===== config.mk =====
export PLATFORM = sky130hd
export DESIGN_NAME = clock_route_net
export DESIGN_NICKNAME = d
export VERILOG_FILES = /design/src/rtl/clkroute_pkg.sv /design/src/rtl/clk_sel_check.sv /design/src/rtl/clk_src_mux.sv /design/src/rtl/clock_route_net.sv
export SDC_FILE = /design/constraint.sdc
export NUM_CORES = 1
export LEC_CHECK = 0
export BUFFER_PORTS_ARGS = -buffer_cell sky130_fd_sc_hd__buf_2
export CAP_MARGIN = 20
export CORE_AREA = 2 2 39 41
export DETAILED_ROUTE_END_ITERATION = 8
export DIE_AREA = 0 0 41 43
export SYNTH_ARGS = -nofsm -noshare
export SYNTH_HDL_FRONTEND = slang
export SYNTH_HIERARCHICAL = 1
export SYNTH_SLANG_ARGS = --single-unit

===== constraint.sdc =====
create_clock -name vclk -period 0.9
set_clock_uncertainty 0.2 [all_clocks]
set_input_delay 0 -clock vclk [all_inputs]
set_output_delay 0 -clock vclk [all_outputs]
set_load 0.01 [all_outputs]

===== src/rtl/clkroute_pkg.sv =====
package clkroute_pkg;

   // Physical pin roles; the positions are fixed by the routing limits.
   localparam int PIN_COUNT     = 4;
   localparam int PIN_REF       = 0;
   localparam int PIN_CORE_ONLY = 1;
   localparam int PIN_SHARED    = 2;
   localparam int PIN_IO_ONLY   = 3;

   // Number of reachable sources behind every selectable line.
   localparam int SRC_PER_LINE  = 3;

   // Multiplexer implementation variants.
   localparam int MUX_AND_OR    = 0;
   localparam int MUX_PRIORITY  = 1;

   // Candidate vector for a core line: index equals source code.
   function automatic logic [SRC_PER_LINE-1:0] core_candidates(
      input logic [PIN_COUNT-1:0] pins,
      input logic                 gen);
      return {gen, pins[PIN_SHARED], pins[PIN_CORE_ONLY]};
   endfunction

   // Candidate vector for an I/O line: index equals source code.
   function automatic logic [SRC_PER_LINE-1:0] io_candidates(
      input logic [PIN_COUNT-1:0] pins,
      input logic                 gen);
      return {gen, pins[PIN_IO_ONLY], pins[PIN_SHARED]};
   endfunction

endpackage


===== src/rtl/clk_sel_check.sv =====
module clk_sel_check #(
   parameter int N_SRC = 3,
   parameter int SEL_W = 2
) (
   input  logic [SEL_W-1:0] sel,
   output logic [N_SRC-1:0] grant,
   output logic             illegal
);

   localparam bit HAS_SPARE = ((1 << SEL_W) > N_SRC);

   if (N_SRC < 1) begin : g_bad_nsrc
      $error("clk_sel_check: N_SRC must be at least 1");
   end
   if ((1 << SEL_W) < N_SRC) begin : g_bad_width
      $error("clk_sel_check: SEL_W too narrow for N_SRC");
   end

   for (genvar i = 0; i < N_SRC; i++) begin : g_grant
      assign grant[i] = (sel == SEL_W'(i));
   end

   if (HAS_SPARE) begin : g_spare
      assign illegal = (sel >= SEL_W'(N_SRC));
   end else begin : g_full
      assign illegal = 1'b0;
   end

   always_comb begin
      AST_ONEHOT_GRANT: assert ($onehot0(grant)) else $error("grant not one-hot");
      AST_GRANT_OR_FLAG: assert ((|grant) != illegal) else $error("grant and illegal flag disagree");
   end

endmodule


===== src/rtl/clk_src_mux.sv =====
module clk_src_mux #(
   parameter int N_SRC     = 3,
   parameter int MUX_STYLE = 0
) (
   input  logic [N_SRC-1:0] src,
   input  logic [N_SRC-1:0] grant,
   input  logic             illegal,
   output logic             clk_out
);

   import clkroute_pkg::*;

   if (MUX_STYLE == MUX_AND_OR) begin : g_and_or
      assign clk_out = |(src & grant);
   end else if (MUX_STYLE == MUX_PRIORITY) begin : g_priority
      always_comb begin
         clk_out = 1'b0;
         for (int i = 0; i < N_SRC; i++) begin
            if (grant[i]) clk_out = src[i];
         end
      end
   end else begin : g_bad_style
      $error("clk_src_mux: unknown MUX_STYLE");
      assign clk_out = 1'b0;
   end

   always_comb begin
      if (illegal) begin
         AST_DEAD_LINE_LOW: assert (clk_out == 1'b0) else $error("dead line not low");
      end
   end

endmodule


===== src/rtl/clock_route_net.sv =====
module clock_route_net #(
   parameter int N_CORE_LINES = 3,
   parameter int N_IO_LINES   = 2,
   parameter int SEL_W        = 2,
   parameter int MUX_STYLE    = 0
) (
   input  logic [3:0]                         pin_clk,
   input  logic                               gen_clk,
   input  logic [(N_CORE_LINES-1)*SEL_W-1:0]  core_sel,
   input  logic [N_IO_LINES*SEL_W-1:0]        io_sel,
   output logic [N_CORE_LINES-1:0]            core_clk,
   output logic [N_IO_LINES-1:0]              io_clk,
   output logic                               config_error
);

   import clkroute_pkg::*;

   localparam int N_SEL_CORE = N_CORE_LINES - 1;

   if (N_CORE_LINES < 2) begin : g_bad_core
      $error("clock_route_net: need the reference line plus one selectable core line");
   end
   if (N_IO_LINES < 1) begin : g_bad_io
      $error("clock_route_net: need at least one I/O line");
   end
   if (SEL_W < 2) begin : g_bad_sel
      $error("clock_route_net: SEL_W must encode three sources");
   end

   logic [SRC_PER_LINE-1:0] core_src;
   logic [SRC_PER_LINE-1:0] io_src;
   logic [N_CORE_LINES-1:0] core_bad;
   logic [N_IO_LINES-1:0]   io_bad;

   assign core_src = core_candidates(pin_clk, gen_clk);
   assign io_src   = io_candidates(pin_clk, gen_clk);

   // Reference line: fixed to the reference pin.
   assign core_clk[0] = pin_clk[PIN_REF];
   assign core_bad[0] = 1'b0;

   for (genvar k = 1; k < N_CORE_LINES; k++) begin : g_core
      logic [SRC_PER_LINE-1:0] grant;
      logic                    illegal;

      clk_sel_check #(.N_SRC(SRC_PER_LINE), .SEL_W(SEL_W)) u_chk (
         .sel     (core_sel[(k-1)*SEL_W +: SEL_W]),
         .grant   (grant),
         .illegal (illegal)
      );

      clk_src_mux #(.N_SRC(SRC_PER_LINE), .MUX_STYLE(MUX_STYLE)) u_mux (
         .src     (core_src),
         .grant   (grant),
         .illegal (illegal),
         .clk_out (core_clk[k])
      );

      assign core_bad[k] = illegal;
   end

   for (genvar j = 0; j < N_IO_LINES; j++) begin : g_io
      logic [SRC_PER_LINE-1:0] grant;
      logic                    illegal;

      clk_sel_check #(.N_SRC(SRC_PER_LINE), .SEL_W(SEL_W)) u_chk (
         .sel     (io_sel[j*SEL_W +: SEL_W]),
         .grant   (grant),
         .illegal (illegal)
      );

      clk_src_mux #(.N_SRC(SRC_PER_LINE), .MUX_STYLE(MUX_STYLE)) u_mux (
         .src     (io_src),
         .grant   (grant),
         .illegal (illegal),
         .clk_out (io_clk[j])
      );

      assign io_bad[j] = illegal;
   end

   assign config_error = (|core_bad) | (|io_bad);

   // Reachability guard: with every legal candidate low, no forbidden pin may show.
   always_comb begin
      if (!(pin_clk[PIN_CORE_ONLY] | pin_clk[PIN_SHARED] | gen_clk)) begin
         for (int k = 1; k < N_CORE_LINES; k++) begin
            AST_CORE_NO_FOREIGN: assert (core_clk[k] == 1'b0) else $error("foreign pin on core line");
         end
      end
      if (!(pin_clk[PIN_SHARED] | pin_clk[PIN_IO_ONLY] | gen_clk)) begin
         for (int j = 0; j < N_IO_LINES; j++) begin
            AST_IO_NO_FOREIGN: assert (io_clk[j] == 1'b0) else $error("foreign pin on I/O line");
         end
      end
   end

   // Keep N_SEL_CORE referenced for width bookkeeping.
   if (N_SEL_CORE * SEL_W != $bits(core_sel)) begin : g_bad_width
      $error("clock_route_net: core_sel width mismatch");
   end

endmodule


==> results.yml <==
worst_setup_path:
  cp_max_fo: 2
  cpPeakStageDelay_ps: 520
  critPathSlowestCell: "or4_4"
  required_ps: 700
  path_cells: "buf_6, and2_4, or4_4, buf_6"
  cp_top_family: "simple AND/OR/NAND/NOR gates"
  worstSetupPathType: "primary input to output port"
  worst_setup_path_start_kind: "primary input"
  crit_arrival_ps: 890
  cp_common_cell: "buf_6"
  crit_buf_inv: 2
  crit_path_end_kind: "output port"
timing:
  fin_ws_ps: -187
  max-slew-margin-rel_pct: 81.8
  fin_crit_sh_pct: 121
  finalSetupViolCount: 4
  timing.final.hold_violations: 0
  final_max_slew_viol_count: 0
  worst_slew_pin_slew_ps: 273
  rsz0062_at_grt: "yes"
  fmax_ghz: 0.920
  holdWs_ps: 114
  finalCriticalPeriod_ps: 1090
  setup_tns_ps: -460
status:
  run_status: "finished, violations left"
  violations: "negative setup slack"
placed_design:
  placedCellCount: 61
  pre_cts_ws_ps: -230
  gp_congestion: 0.625
  placed_cell_area_sq_um: 300
  port_buffers: 17
die:
  die_w_um: 41
  num_rows: 14
  die_area_sq_um: 1760
  io_pins: 19
  die_h_um: 43
  core-area_sq_um: 1380
  initial_core_util_pct: 12.7
logic_synthesis:
  avgSynthCellArea_sq_um: 6.74
  synth_cell_types: 8
  synthCells: 26
  yosysWarnings: 6
  ys_seq_area_share_pct: 0
  syn_area_sq_um: 175
  synth_fp_nets: 39
grt:
  grtUsageTotal_pct: 5.89
  grt_pass1_wl_um: 772
  gr-total-overflow: 0
  grt_max_degree: 5
  grt_pass1_vias: 242
  antenna_found_initial: 0
cells_and_area:
  drive_gt1_share_pct: 66.7
  layout-area-overhead-vs-synth_pct: 129
  diodes: 0
  design.seq.count: 0
  multi_input_area_sq_um: 169
  utilization_pct: 29.0
  nFillCells: 153
  postLayoutCellArea_sq_um: 402
  regArea_sq_um: 0
  num-nets-final: 63
  fin_cells: 64
  clock_buffers: 0
hold_path:
  min_to: "io_clk[1]"
  min-delay-start: "pin_clk[3]"
  hp-class: "primary input to output port"
  hold_depth: 4
detailed_routing:
  ant_nets: 0
  first_pass_iters: 4
  wl_per_cell_um: 8.67
  drc: 0
  vias: 270
  wirelength_um: 555
  drt_iter0_drc: 9
  vias_per_cell: 4.22
power_and_ir_drop:
  seqPwrFrac_pct: 0
  p_total_mw: 0.189
  sw_frac_of_total_pct: 35.2
  comb_power_share_pct: 100.0
  power_density_nw_per_um2: 471
  p_leak_nw: 0.220
  p_int_mw: 0.123
  ir_drop_mv: 0.124
  clkPwrFrac_pct: 0
  power.switching_mw: 0.0666
run:
  maxCapViolations: 0
## placed cells by master, fill, tap and decap left out, drive strengths merged
| cell | count |
|---|---|
| and2b | 4 |
| buf | 22 |
| and2 | 4 |
| dlygate4sd3 | 1 |
| nor2 | 4 |
| a222oi | 4 |
| nor2b | 4 |
| inv | 4 |
| or4 | 1 |
## per-layer routing
layer  wire length, um  share of wire (%)  track usage (%)
met1               234                 42             6.65
met3                41                7.4                0
met4                 0                  0                0
met5                 0                  0                0
met2               279                 50             11.9
## Yosys cell counts, drive strengths merged
| library cell | number | share of area [%] |
|---|---|---|
| a222oi | 4 | 23 |
| and2 | 4 | 17 |
| and2b | 4 | 20 |
| buf | 1 | 4.3 |
| inv | 4 | 8.6 |
| nor2 | 4 | 8.6 |
| nor2b | 4 | 14 |
| or4 | 1 | 4.3 |
## power groups by stage
stage               Sequential (mW)  Combinational [mW]  Clock, mW
global route                      0               0.205          0
CTS                               0               0.185          0
detailed placement                0               0.139          0
global placement                  0               0.137          0
finish                            0               0.189          0
floorplan                         0              0.0697          0
## worst max path at each step
stage                      from           end  cells after the start
floorplan           core_sel[2]  config_error                      2
global placement    core_sel[2]  config_error                      4
detailed placement    io_sel[0]  config_error                      4
CTS                 core_sel[1]  config_error                      4
global route        core_sel[1]  config_error                      4
finish              core_sel[1]  config_error                      4
## cell type report
| class | count | share of cell area, % |
|---|---|---|
| repair buffers | 23 | 49.2 |
| multi-input cells | 21 | 42.1 |
| inverters | 4 | 3.74 |
| well taps | 16 | 4.98 |
## timing repair
item,CTS,global route
setup buffers,2,0
gates resized for setup,14,2
pin swaps,5,3
hold buffers,1,0
hold endpoints to repair,1,0
endpoints found under the setup margin,5,5
## cells by family after synthesis
| group | share of synthesized area (%) |
|---|---|
| simple gates | 64.3 |
| buf+inv | 12.9 |
| compound gates | 22.9 |
(Power assumes the default switching activity.)
